File: src/rtl/blk_xfer_pkg.sv
package blk_xfer_pkg;
  typedef enum logic [1:0] {ST_IDLE, ST_RD, ST_WR, ST_PAD} xfer_st_e;
  localparam int FL_S  = 7;
  localparam int FL_Z  = 6;
  localparam int FL_H  = 4;
  localparam int FL_PV = 2;
  localparam int FL_N  = 1;
  localparam int FL_C  = 0;
endpackage

File: src/rtl/blk_xfer_flags.sv
module blk_xfer_flags
  import blk_xfer_pkg::*;
#(
  parameter int DW = 8
) (
  input  logic          is_cmp_i,
  input  logic          cnt_nz_i,
  input  logic [DW-1:0] acc_i,
  input  logic [DW-1:0] byte_i,
  input  logic [7:0]    flags_i,
  output logic [7:0]    flags_o
);
  localparam int NW = DW / 2;
  logic [DW:0] diff;

  always_comb begin
    diff    = {1'b0, acc_i} - {1'b0, byte_i};
    flags_o = flags_i;
    flags_o[FL_PV] = cnt_nz_i;
    if (is_cmp_i) begin
      flags_o[FL_S] = diff[DW-1];
      flags_o[FL_Z] = (acc_i == byte_i);
      flags_o[FL_H] = (acc_i[NW-1:0] < byte_i[NW-1:0]);
      flags_o[FL_N] = 1'b1;
    end else begin
      flags_o[FL_H] = 1'b0;
      flags_o[FL_N] = 1'b0;
    end
  end
endmodule

File: src/rtl/blk_xfer_pace.sv
module blk_xfer_pace #(
  parameter int T_LAST = 16,
  parameter int T_LOOP = 21
) (
  input  logic clk_i,
  input  logic rst_ni,
  input  logic clear_i,
  input  logic run_i,
  input  logic loop_i,
  output logic ok_o
);
  localparam int TMAX = (T_LOOP > T_LAST) ? T_LOOP : T_LAST;
  localparam int CW   = $clog2(TMAX + 1);
  localparam logic [CW-1:0] LIM_LAST = CW'(T_LAST - 1);
  localparam logic [CW-1:0] LIM_LOOP = CW'(T_LOOP - 1);
  localparam logic [CW-1:0] LIM_SAT  = CW'(TMAX - 1);

  logic [CW-1:0] ic_q;

  always_ff @(posedge clk_i or negedge rst_ni) begin
    if (!rst_ni)                      ic_q <= '0;
    else if (clear_i)                 ic_q <= '0;
    else if (run_i && ic_q != LIM_SAT) ic_q <= ic_q + 1'b1;
  end

  assign ok_o = ic_q >= (loop_i ? LIM_LOOP : LIM_LAST);

  // counter never runs past its saturation point
  a_r8_pace_bound: assert property (@(posedge clk_i) disable iff (!rst_ni)
    ic_q <= LIM_SAT);
endmodule

File: src/rtl/blk_xfer_engine.sv
module blk_xfer_engine
  import blk_xfer_pkg::*;
#(
  parameter int AW     = 16,
  parameter int DW     = 8,
  parameter int T_LAST = 16,
  parameter int T_LOOP = 21
) (
  input  logic          clk_i,
  input  logic          rst_ni,
  input  logic          start_i,
  input  logic          op_cmp_i,
  input  logic          op_dec_i,
  input  logic          op_rep_i,
  input  logic [DW-1:0] acc_i,
  input  logic [AW-1:0] src_i,
  input  logic [AW-1:0] dst_i,
  input  logic [AW-1:0] cnt_i,
  input  logic [7:0]    flags_i,
  output logic          mem_req_o,
  output logic          mem_we_o,
  output logic [AW-1:0] mem_addr_o,
  output logic [DW-1:0] mem_wdata_o,
  input  logic [DW-1:0] mem_rdata_i,
  input  logic          mem_rdy_i,
  output logic [AW-1:0] src_o,
  output logic [AW-1:0] dst_o,
  output logic [AW-1:0] cnt_o,
  output logic [7:0]    flags_o,
  output logic          busy_o,
  output logic          done_o
);
  xfer_st_e      st_q;
  logic [AW-1:0] src_q, dst_q, cnt_q, cnt_nx, step;
  logic [DW-1:0] acc_q, byte_q;
  logic [7:0]    flg_q, flg_nx;
  logic          cmp_q, dec_q, rep_q, done_q;
  logic          launch, last, pace_ok, step_end;

  assign launch   = (st_q == ST_IDLE) && start_i;
  assign cnt_nx   = cnt_q - AW'(1);
  assign step     = dec_q ? {AW{1'b1}} : AW'(1);
  assign last     = !rep_q || (cnt_nx == '0) || (cmp_q && byte_q == acc_q);
  assign step_end = (st_q == ST_PAD) && pace_ok;

  blk_xfer_flags #(.DW(DW)) u_flags (
    .is_cmp_i (cmp_q),
    .cnt_nz_i (cnt_nx != '0),
    .acc_i    (acc_q),
    .byte_i   (byte_q),
    .flags_i  (flg_q),
    .flags_o  (flg_nx)
  );

  blk_xfer_pace #(.T_LAST(T_LAST), .T_LOOP(T_LOOP)) u_pace (
    .clk_i   (clk_i),
    .rst_ni  (rst_ni),
    .clear_i (launch || (step_end && !last)),
    .run_i   (st_q != ST_IDLE),
    .loop_i  (!last),
    .ok_o    (pace_ok)
  );

  always_ff @(posedge clk_i or negedge rst_ni) begin
    if (!rst_ni) begin
      st_q <= ST_IDLE;
      src_q <= '0; dst_q <= '0; cnt_q <= '0; flg_q <= '0;
      acc_q <= '0; byte_q <= '0;
      cmp_q <= 1'b0; dec_q <= 1'b0; rep_q <= 1'b0; done_q <= 1'b0;
    end else begin
      done_q <= 1'b0;
      unique case (st_q)
        ST_IDLE: if (start_i) begin
          src_q <= src_i; dst_q <= dst_i; cnt_q <= cnt_i; flg_q <= flags_i;
          acc_q <= acc_i; cmp_q <= op_cmp_i; dec_q <= op_dec_i; rep_q <= op_rep_i;
          st_q  <= ST_RD;
        end
        ST_RD: if (mem_rdy_i) begin
          byte_q <= mem_rdata_i;
          st_q   <= cmp_q ? ST_PAD : ST_WR;
        end
        ST_WR: if (mem_rdy_i) st_q <= ST_PAD;
        ST_PAD: if (pace_ok) begin
          src_q <= src_q + step;
          if (!cmp_q) dst_q <= dst_q + step;
          cnt_q <= cnt_nx;
          flg_q <= flg_nx;
          if (last) begin
            st_q   <= ST_IDLE;
            done_q <= 1'b1;
          end else begin
            st_q <= ST_RD;
          end
        end
        default: st_q <= ST_IDLE;
      endcase
    end
  end

  assign mem_req_o   = (st_q == ST_RD) || (st_q == ST_WR);
  assign mem_we_o    = (st_q == ST_WR);
  assign mem_addr_o  = (st_q == ST_WR) ? dst_q : src_q;
  assign mem_wdata_o = byte_q;
  assign src_o       = src_q;
  assign dst_o       = dst_q;
  assign cnt_o       = cnt_q;
  assign flags_o     = flg_q;
  assign busy_o      = (st_q != ST_IDLE);
  assign done_o      = done_q;

  a_r2_no_cmp_write: assert property (@(posedge clk_i) disable iff (!rst_ni)
    (mem_req_o && cmp_q) |-> !mem_we_o);
  a_r9_done_pulse: assert property (@(posedge clk_i) disable iff (!rst_ni)
    done_o |=> !done_o);
  a_r9_done_idle: assert property (@(posedge clk_i) disable iff (!rst_ni)
    done_o |-> !busy_o);
  a_r1_cnt_step: assert property (@(posedge clk_i) disable iff (!rst_ni)
    step_end |=> cnt_q == AW'($past(cnt_q) - AW'(1)));
  a_r5_carry_kept: assert property (@(posedge clk_i) disable iff (!rst_ni)
    busy_o |=> flags_o[FL_C] == $past(flags_o[FL_C]));
  a_r11_start_ignored: assert property (@(posedge clk_i) disable iff (!rst_ni)
    (busy_o && !step_end) |=> $stable(acc_q) && $stable(cmp_q) && $stable(src_q));
endmodule

File: config.mk
export PLATFORM = sky130hd
export DESIGN_NAME = blk_xfer_engine
export DESIGN_NICKNAME = d
export VERILOG_FILES = /design/src/rtl/blk_xfer_pkg.sv /design/src/rtl/blk_xfer_flags.sv /design/src/rtl/blk_xfer_pace.sv /design/src/rtl/blk_xfer_engine.sv
export SDC_FILE = /design/constraint.sdc
export NUM_CORES = 1
export LEC_CHECK = 0
export BUFFER_PORTS_ARGS = -buffer_cell sky130_fd_sc_hd__buf_4
export CORE_UTILIZATION = 40
export CTS_CLUSTER_DIAMETER = 200
export DETAILED_ROUTE_END_ITERATION = 6
export HOLD_SLACK_MARGIN = 0.02
export SYNTH_ARGS = -nofsm -noshare
export SYNTH_HDL_FRONTEND = slang
export SYNTH_SLANG_ARGS = --single-unit
File: constraint.sdc
create_clock -name clk_i -period 4.9 [get_ports clk_i]
set_input_delay 0.735 -clock clk_i [delete_from_list [all_inputs] [get_ports clk_i]]
set_output_delay 0.735 -clock clk_i [all_outputs]
set_load 0.005 [all_outputs]
==> impl_metrics.yaml, run 1 <==
final_layout:
  fin_nets: 991
  nFillCells: 1398
  final_common_cell: "buf_4"
  final_cell_mix: "buf_4, dfrtp_1, nand2_1"
  num_antenna_cells: 0
  fin_area_um2: 7730
  drive_above_1_share: 0.260
  syn_to_final_growth_pct: 27.5
cts:
  clock_sinks: 83
  path_clk_slew_ns: 0.07
  postCtsSetupRepairBufs: 0
  cts_tree: "done"
  worstSkewPairLatency_ns: 0.35
  cts_buffers: 9
  postCtsHoldBufs: 0
  cts.htree.levels: 3
  cts-resized-gates: 0
  root_buffer: "clkbuf_16"
  clock_path_buffers: 2
place:
  dp_hpwl_mm: 13.5
  place_congestion: 0.918
  post_dp_cell_area_um2: 7460
  portBuffers: 162
sta:
  slew_viol_final: 0
  worst_pin_slew_ns: 1.01
  timing.final.crit_share: 0.893
  finalClockSkew_ns: 0.00832
  setup_viol: 0
  hold_viol: 0
  max_freq_mhz: 229
  maxSlewHeadroom: 0.327
  setup_tns_ns: 0
  layout_min_cycle_time_ns: 4.37
  rsz0062_at_grt: "false"
routing:
  drc: 22
  drt_iter0_drc: 414
  ant_nets: 0
  dr.pass1.iters: 7
  vias_per_cell: 5.64
  wl_per_cell_um: 17.1
  vias: 5923
  drt_wl_total_mm: 18.0
yosys:
  synth-xor-area-share: 0.0419
  synth_edf_count: 0
  synth_nets: 841
  synth_compound_area_frac: 0.214
  ys_seq_area_frac: 0.343
  async_flop_share: 1.00
  synthAdderAreaFrac: 0.104
  synthMuxAreaShare: 0.0731
  synth_top_family_by_area: "compound AO/OA/AOI/OAI gates"
  yosysUniqueCellTypes: 65
  yosys_most_used_dff: "dfrtp_1"
  postSynthCellCount: 713
  ys_ff_latch: 83
  syn_area_um2: 6060
  synth_warnings: 0
  syn_area_per_cell_um2: 8.50
  synthSimpleGateAreaFrac: 0.186
flow_run:
  maxCapViolCount: 0
floorplanning:
  die_w_um: 125
  chipHeight_um: 125
  die-area_um2: 15700
  core_area_um2: 14600
  start_util: 0.414
  rows: 44
  boundaryPins: 163
min_path:
  hold_class: "in2async"
setup_path:
  cp.required_ns: 5.13
  arrival_ns: 4.61
  crit_fanout: 28
  critPathLaunchType: "flip-flop"
  critPathKind: "reg2reg"
  end_kind: "flip-flop"
pwr:
  ir_worst_vdd_mv: 0.487
  total_power_w: 0.00645
  p_per_area_nw_per_um2: 835
  leakage_nw: 3.56
grt:
  grt_use_total: 0.234
  grt_max_degree: 72
  grt_pass1_wl_mm: 29.5
  grt_pass1_vias: 5812
  antenna_found_initial: 0
  grt_overflow: 0
run_status:
  status: "complete, but fails checks"
  violations: "design-rule violations"
==> layout make-up <==
type                    count  area [µm²]  area share
well taps                 184         230      0.0298
multi-input cells         570        3750       0.485
inverters                  28         105      0.0136
repair buffers            171        1300       0.168
clock inverters             5        41.3     0.00534
clock buffers              10         229      0.0296
flip-flops and latches     83        2080       0.269
==> where the power goes <==
part | internal (W) | total, W | switching, W | leakage [nW]
Combinational | 0.00204 | 0.00434 | 0.00230 | 2.46
Clock | 0.000343 | 0.000638 | 0.000295 | 0.125
Sequential | 0.00104 | 0.00148 | 0.000434 | 0.978
==> cell families (layout without fill, tap and decap cells) <==
family                   Yosys count  in the layout
adder cells (fa/ha/maj)           49             49
AO/OA/AOI/OAI                    211            211
flip-flops                        83             83
AND/OR/NAND/NOR                  240            240
buffers and inverters             60            214
XOR/XNOR                          29             29
multiplexers                      41             41
==> flip-flops by register name, indices dropped and copies added, names as in the netlist <==
name and cells:
st_q 2, mem_wdata_o 8, cnt_o 16, dec_q 1
acc_q 8, cmp_q 1, dst_o 16, done_o 1
rep_q 1, flags_o 8, src_o 16, u_pace.ic_q 5
==> synthesized netlist by cell type (all sizes together) (3+ instances only) <==
cell type / count / area [µm²]
dfrtp: 83 / 2080
a21oi: 69 / 345
buf: 6 / 35.0
nand2b: 9 / 63.8
nand3: 14 / 70.1
o21a: 13 / 97.6
nor4: 5 / 46.3
xor2: 11 / 96.3
xnor2: 18 / 158
a211oi: 9 / 67.6
o22ai: 9 / 56.3
clkbuf: 26 / 97.6
a31oi: 7 / 43.8
a22oi: 3 / 22.5
nor3: 25 / 125
a21o: 9 / 67.6
nand4b: 3 / 26.3
nand2: 83 / 314
a211o: 3 / 26.3
o22a: 3 / 26.3
mux2: 26 / 293
and3: 6 / 40.0
inv: 27 / 101
o32ai: 3 / 26.3
ha: 47 / 588
nor2: 67 / 254
mux2i: 15 / 150
nor2b: 9 / 56.3
nand4: 9 / 56.3
o21ai: 57 / 285
o31ai: 4 / 35.0
==> through the flow <==
stage	utilization	std cells	hold slack, ns	worst slack [ns]
6_report	0.528	1051	0.361	0.525
3_3_place_gp	0.509	1036	0.465	0.896
4_1_cts	0.528	1051	0.378	0.560
2_1_floorplan	-	713	0.439	1.16
3_5_place_dp	0.509	1036	0.467	0.596
5_1_grt	0.528	1051	0.407	0.0315
==> critical path, stage by stage, from the launching register on <==
cell      delay (ns)
dfrtp_1         0.43
inv_1           0.11
ha_1            0.27
nor3b_1         0.66
nand4_1         0.24
o32ai_1         0.20
o22ai_1         0.14
and4b_4         0.37
nand2b_4        0.16
ha_1            0.22
nand2b_1        0.14
a21oi_1         0.20
o21a_1          0.22
nand2b_1        0.41
buf_12          0.24
nor3_1          0.06
mux2i_1         0.15
nand2_1         0.07
==> final timing paths <==
check / to / cells past startpoint / slack (ns) / startpoint
min in group clk_i: rep_q / 2 / 0.48 / rep_q
max in group asynchronous: acc_q[7] / 2 / 3.54 / rst_ni
worst max-delay path: src_o[8] / 17 / 0.53 / cnt_o[0]
worst max register to register: src_o[8] / 17 / 0.53 / cnt_o[0]
worst min-delay path: dst_o[2] / 1 / 0.36 / rst_ni
worst min register to register: rep_q / 2 / 0.48 / rep_q
==> per-layer routing <==
metal  routed length, µm  global-route usage  share of wire  up-vias
met5                   0                   0              0        -
met4                 303              0.0796          0.017        0
met3                 925              0.0308          0.051       29
met2                8340               0.380           0.46      203
met1                8440               0.321           0.47     2814
li1                    -                   -              -     2877
(Power assumes the default switching activity.)
==> run 2: changes to the inputs <==
--- a/config.mk
+++ b/config.mk
@@ -10,6 +10,7 @@
 export CTS_CLUSTER_DIAMETER = 200
 export DETAILED_ROUTE_END_ITERATION = 6
 export HOLD_SLACK_MARGIN = 0.02
+export RECOVER_POWER = 25
 export SYNTH_ARGS = -nofsm -noshare
 export SYNTH_HDL_FRONTEND = slang
 export SYNTH_SLANG_ARGS = --single-unit
==> run 2 against run 1 <==
Against the previous run:
- the flow finishes with violations (design-rule violations, max-capacitance violations, max-slew violations)
- clock-buffer cell count unchanged
- cell area about the same
- flip-flop and latch count unchanged
- total power about the same
- global-route usage unchanged
- wire length increased by 0.37%
- non-clock buffer count unchanged
- worst hold slack improved by 0.12 ns
- sequential power about the same
- core utilization about the same
- critical path depth unchanged
- critical endpoint is now dst_o[13]
- largest cell class unchanged
==> impl_metrics.yaml, run 2 (synthesized netlist as in run 1, its figures left out) <==
run_status:
  status: "complete, but fails checks"
  violations: "design-rule violations, max-capacitance violations, max-slew violations"
routing:
  drt_wl_total_mm: 18.1
  drc: 22
  wl_per_cell_um: 17.2
  ant_nets: 0
  vias: 5967
  drt_iter0_drc: 318
  vias_per_cell: 5.68
  dr.pass1.iters: 7
final_layout:
  sequential_cell_area_um2: 2080
  multi_input_area_um2: 3750
  final_common_cell: "buf_4"
  fin_nets: 991
  syn_to_final_growth_pct: 27.4
  num_antenna_cells: 0
  final_cell_mix: "buf_4, dfrtp_1, nand2_1"
  drive_above_1_share: 0.258
  nFillCells: 1400
floorplanning:
  die_w_um: 125
  start_util: 0.414
  boundaryPins: 163
  die-area_um2: 15700
  chipHeight_um: 125
  core_area_um2: 14600
  rows: 44
sta:
  maxSlewHeadroom: -0.469
  slew_viol_final: 39
  rsz0062_at_grt: "false"
  worst_pin_slew_ns: 2.20
  setup_viol: 0
  layout_min_cycle_time_ns: 4.41
  hold_viol: 0
  timing.final.crit_share: 0.900
  layout_setup_ws_ns: 0.492
  setup_tns_ns: 0
  worst_hold_slack_ns: 0.481
  finalClockSkew_ns: 0.00636
  max_freq_mhz: 227
pwr:
  leakage_nw: 3.55
  ir_worst_vdd_mv: 0.487
  p_per_area_nw_per_um2: 836
setup_path:
  cp.required_ns: 5.12
  path_delay_family: "simple AND/OR/NAND/NOR gates"
  slowest_stage: "nor3b_1"
  max_stage_delay_ns: 0.67
  critPathBufInv: 3
  critPathLaunchType: "flip-flop"
  r2r-start: "cnt_o[0]"
  cp-startpoint: "cnt_o[0]"
  crit_fanout: 14
  end_kind: "flip-flop"
  critPathKind: "reg2reg"
  arrival_ns: 4.63
  crit_chain: "inv_1 > ha_1 > nor3b_1 > nand4_1 > o32ai_1 > o22ai_1 > and4b_4 > nand2b_4 > inv_1 > ha_1 > nand2_1 > o21a_1 > nor2_2 > buf_4 > nand2_1 > a22oi_1 > o21ai_0"
cts:
  clock_path_buffers: 2
  clock_sinks: 83
  root_buffer: "clkbuf_16"
  cts_buffers: 9
  postCtsSetupRepairBufs: 0
  path_clk_slew_ns: 0.06
  worstSkewPairLatency_ns: 0.35
  cts-resized-gates: 0
  postCtsHoldBufs: 0
  cts.htree.levels: 3
  cts_tree: "done"
grt:
  antenna_found_initial: 0
  grt_use_total: 0.234
  grt_max_degree: 72
  grt_overflow: 0
  grt_pass1_vias: 5812
  grt_pass1_wl_mm: 29.5
flow_run:
  maxCapViolCount: 1
place:
  place_congestion: 0.918
  preCtsSetupSlack_ns: 0.596
  dp_hpwl_mm: 13.5
  portBuffers: 162
min_path:
  hold_start: "rep_q"
  hold_class: "reg2reg"
-- run 2: cell count changes in the layout (fill, tap and decap cells not counted) --
cell      previous run  this run
clkbuf_1             1         2
buf_4              170       168
clkbuf_2             0         1
-- run 2: cell type report --
class                      instances  area share
clock buffer                      10      0.0296
inverter                          28      0.0136
clock inverter                     5     0.00534
multi-input combinational        570       0.486
timing repair buffer             171       0.167
sequential                        83       0.269
tap                              184      0.0298
-- run 2: metrics by stage --
stage / util / area, µm² / total power [W] / instances
after CTS: 0.528 / 7730 / 0.00647 / 1051
after global placement: 0.509 / 7460 / 0.00570 / 1036
after detailed placement: 0.509 / 7460 / 0.00580 / 1036
after floorplan: - / 6060 / 0.00435 / 713
final: 0.528 / 7720 / 0.00646 / 1051
after global routing: 0.528 / 7720 / 0.00704 / 1051
-- run 2: worst paths after layout --
check,to,slack (ns),cells after the start
worst max-delay path,dst_o[13],0.49,17
max in group asynchronous,cnt_o[1],1.76,2
worst min-delay path,rep_q,0.48,2
min in group asynchronous,dst_o[2],1.03,1
worst max register to register,dst_o[13],0.49,17
worst min register to register,rep_q,0.48,2
-- run 2: power breakdown --
part	internal, W	total [W]	switching, W
sequential	0.00104	0.00147	0.000432
clock	0.000344	0.000638	0.000295
combinational	0.00204	0.00434	0.00231
-- run 2: worst reg2reg max path: stages, from the launching register on --
cell	delay [ns]
dfrtp_1	0.43
inv_1	0.11
ha_1	0.27
nor3b_1	0.67
nand4_1	0.23
o32ai_1	0.21
o22ai_1	0.14
and4b_4	0.37
nand2b_4	0.16
inv_1	0.06
ha_1	0.28
nand2_1	0.07
o21a_1	0.25
nor2_2	0.13
buf_4	0.20
nand2_1	0.35
a22oi_1	0.26
o21ai_0	0.11
-- run 2: per-layer routing --
| layer | wire length [µm] | part of all wire | vias up | track usage |
|---|---|---|---|---|
| met1 | 8480 | 0.47 | 2854 | 0.321 |
| met5 | 0 | 0 | - | 0 |
| met3 | 869 | 0.048 | 37 | 0.0308 |
| met4 | 394 | 0.022 | 0 | 0.0796 |
| li1 | - | - | 2880 | - |
| met2 | 8320 | 0.46 | 196 | 0.380 |
==> run 3: changes to the inputs <==
--- a/config.mk
+++ b/config.mk
@@ -6,7 +6,9 @@
 export NUM_CORES = 1
 export LEC_CHECK = 0
 export BUFFER_PORTS_ARGS = -buffer_cell sky130_fd_sc_hd__buf_4
+export CORE_ASPECT_RATIO = 1.25
 export CORE_UTILIZATION = 40
+export CTS_BUF_LIST = sky130_fd_sc_hd__clkbuf_4 sky130_fd_sc_hd__clkbuf_8
 export CTS_CLUSTER_DIAMETER = 200
 export DETAILED_ROUTE_END_ITERATION = 6
 export HOLD_SLACK_MARGIN = 0.02
==> run 3 against run 2 <==
Against the previous run:
- clock skew grew 0.0066 ns
- global-route usage increased by 1.1 points
- the run still ends with design-rule violations, max-capacitance violations, max-slew violations left
- critical path depth down 3
- highest routed layer unchanged
- cell area down 0.97%
- non-clock buffer count unchanged
- sequential power is essentially flat
- total power down 1.3%
- clock-buffer cell count is the same
==> impl_metrics.yaml, run 3 (synthesized netlist as in run 1, its figures left out) <==
routing:
  drc: 12
  wl_per_cell_um: 17.7
  dr.pass1.iters: 7
  vias_per_cell: 5.64
  drt_iter0_drc: 296
  vias: 5893
  drt_wl_total_mm: 18.5
  ant_nets: 0
cts:
  clock_path_buffers: 2
  postCtsHoldBufs: 0
  root_buffer: "clkbuf_8"
  worstSkewPairLatency_ns: 0.39
  cts.htree.levels: 3
  cts_buffers: 9
  cts-resized-gates: 0
  clock_sinks: 83
  postCtsSetupRepairBufs: 0
  cts_tree: "done"
  path_clk_slew_ns: 0.10
sta:
  max_freq_mhz: 236
  worst_pin_slew_ns: 1.75
  rsz0062_at_grt: "false"
  finalClockSkew_ns: 0.0130
  setup_tns_ns: 0
  slew_viol_final: 30
  timing.final.crit_share: 0.866
  layout_min_cycle_time_ns: 4.24
  maxSlewHeadroom: -0.169
  worst_hold_slack_ns: 0.488
  setup_viol: 0
  hold_viol: 0
final_layout:
  final_common_cell: "buf_4"
  num_antenna_cells: 0
  fin_nets: 991
  syn_to_final_growth_pct: 26.2
  nFillCells: 1434
  final_cell_mix: "buf_4, dfrtp_1, nand2_1"
  drive_above_1_share: 0.260
pwr:
  combPwrFrac: 0.683
  p_int_w: 0.00335
  ir_worst_vdd_mv: 0.312
  netSwitchingPower_w: 0.00303
  seq_power_share: 0.228
  swShare: 0.475
  clkPwrFrac: 0.089
  p_per_area_nw_per_um2: 833
  leakage_nw: 3.53
setup_path:
  critPathKind: "reg2reg"
  cp-startpoint: "cnt_o[3]"
  critPathLaunchType: "flip-flop"
  cp_common_cell: "nand2_1"
  reg2reg_slack_ns: 0.66
  arrival_ns: 4.51
  crit_chain: "nor4_4 > nand2_1 > o32ai_1 > o22ai_1 > and4b_4 > nand2b_4 > inv_1 > ha_1 > nand2_1 > o21a_1 > nor2_2 > nand2_1 > a22oi_1 > o21ai_0"
  path_delay_family: "simple AND/OR/NAND/NOR gates"
  critPathBufInv: 1
  max_stage_delay_ns: 0.55
  end_kind: "flip-flop"
  crit_fanout: 14
  slowest_stage: "nor4_4"
  cp.required_ns: 5.17
  r2r-start: "cnt_o[3]"
grt:
  antenna_found_initial: 0
  grt_use_total: 0.245
  grt_overflow: 0
  grt_pass1_vias: 6064
  grt_max_degree: 72
  grt_pass1_wl_mm: 30.1
floorplanning:
  chipHeight_um: 140
  boundaryPins: 163
  start_util: 0.415
  rows: 49
  core_area_um2: 14600
  die_w_um: 112
  die-area_um2: 15700
flow_run:
  maxCapViolCount: 1
run_status:
  violations: "design-rule violations, max-capacitance violations, max-slew violations"
  status: "complete, but fails checks"
min_path:
  hold_class: "reg2reg"
  hold_start: "acc_q[2]"
place:
  dp_hpwl_mm: 13.6
  portBuffers: 162
  place_congestion: 0.898
## run 3: final timing paths
kind	end	cells past startpoint
worst max-delay path	dst_o[13]	14
worst min-delay path	acc_q[2]	2
worst max register to register	dst_o[13]	14
worst min register to register	acc_q[2]	2
max in group asynchronous	src_o[5]	2
min in group asynchronous	cnt_o[5]	1
## run 3: cell type report
class	count	area [µm²]	area share
Multi-Input combinational cell	570	3750	0.491
Sequential cell	83	2080	0.272
Timing Repair Buffer	171	1280	0.167
Tap cell	178	223	0.0291
Clock buffer	10	138	0.0180
Inverter	28	105	0.0137
Clock inverter	5	77.6	0.0101
## run 3: per-stage QoR
| stage | cell area (µm²) | total power [W] | setup WS, ns | utilization | instances |
|---|---|---|---|---|---|
| after CTS | 7660 | 0.00639 | 0.651 | 0.525 | 1045 |
| after global routing | 7650 | 0.00700 | 0.124 | 0.524 | 1045 |
| final | 7650 | 0.00637 | 0.659 | 0.524 | 1045 |
| after floorplan | 6060 | 0.00435 | 1.16 | - | 713 |
| after global placement | 7440 | 0.00570 | 0.882 | 0.510 | 1030 |
| after detailed placement | 7440 | 0.00580 | 0.675 | 0.510 | 1030 |
## run 3: tightest hold or removal path, delay by kind of cell, from the launching register on
kind	cells	cell delay, ns
AND/OR/NAND/NOR	2	0.10
flip-flops	1	0.35
## run 3: power groups by stage
stage               Sequential (W)  Clock [W]  Combinational (W)
floorplan                  0.00137          0            0.00297
global placement           0.00145          0            0.00425
detailed placement         0.00146          0            0.00434
CTS                        0.00145   0.000582            0.00436
global route               0.00151   0.000613            0.00487
finish                     0.00145   0.000569            0.00435
## run 3: routing by layer
| layer | routed length (µm) | GRT usage | up-vias | part of all wire |
|---|---|---|---|---|
| met2 | 9560 | 0.437 | 181 | 0.52 |
| met3 | 1050 | 0.0383 | 27 | 0.057 |
| met4 | 474 | 0.106 | 0 | 0.026 |
| met5 | 0 | 0 | - | 0 |
| met1 | 7390 | 0.291 | 2817 | 0.40 |
| li1 | - | - | 2868 | - |
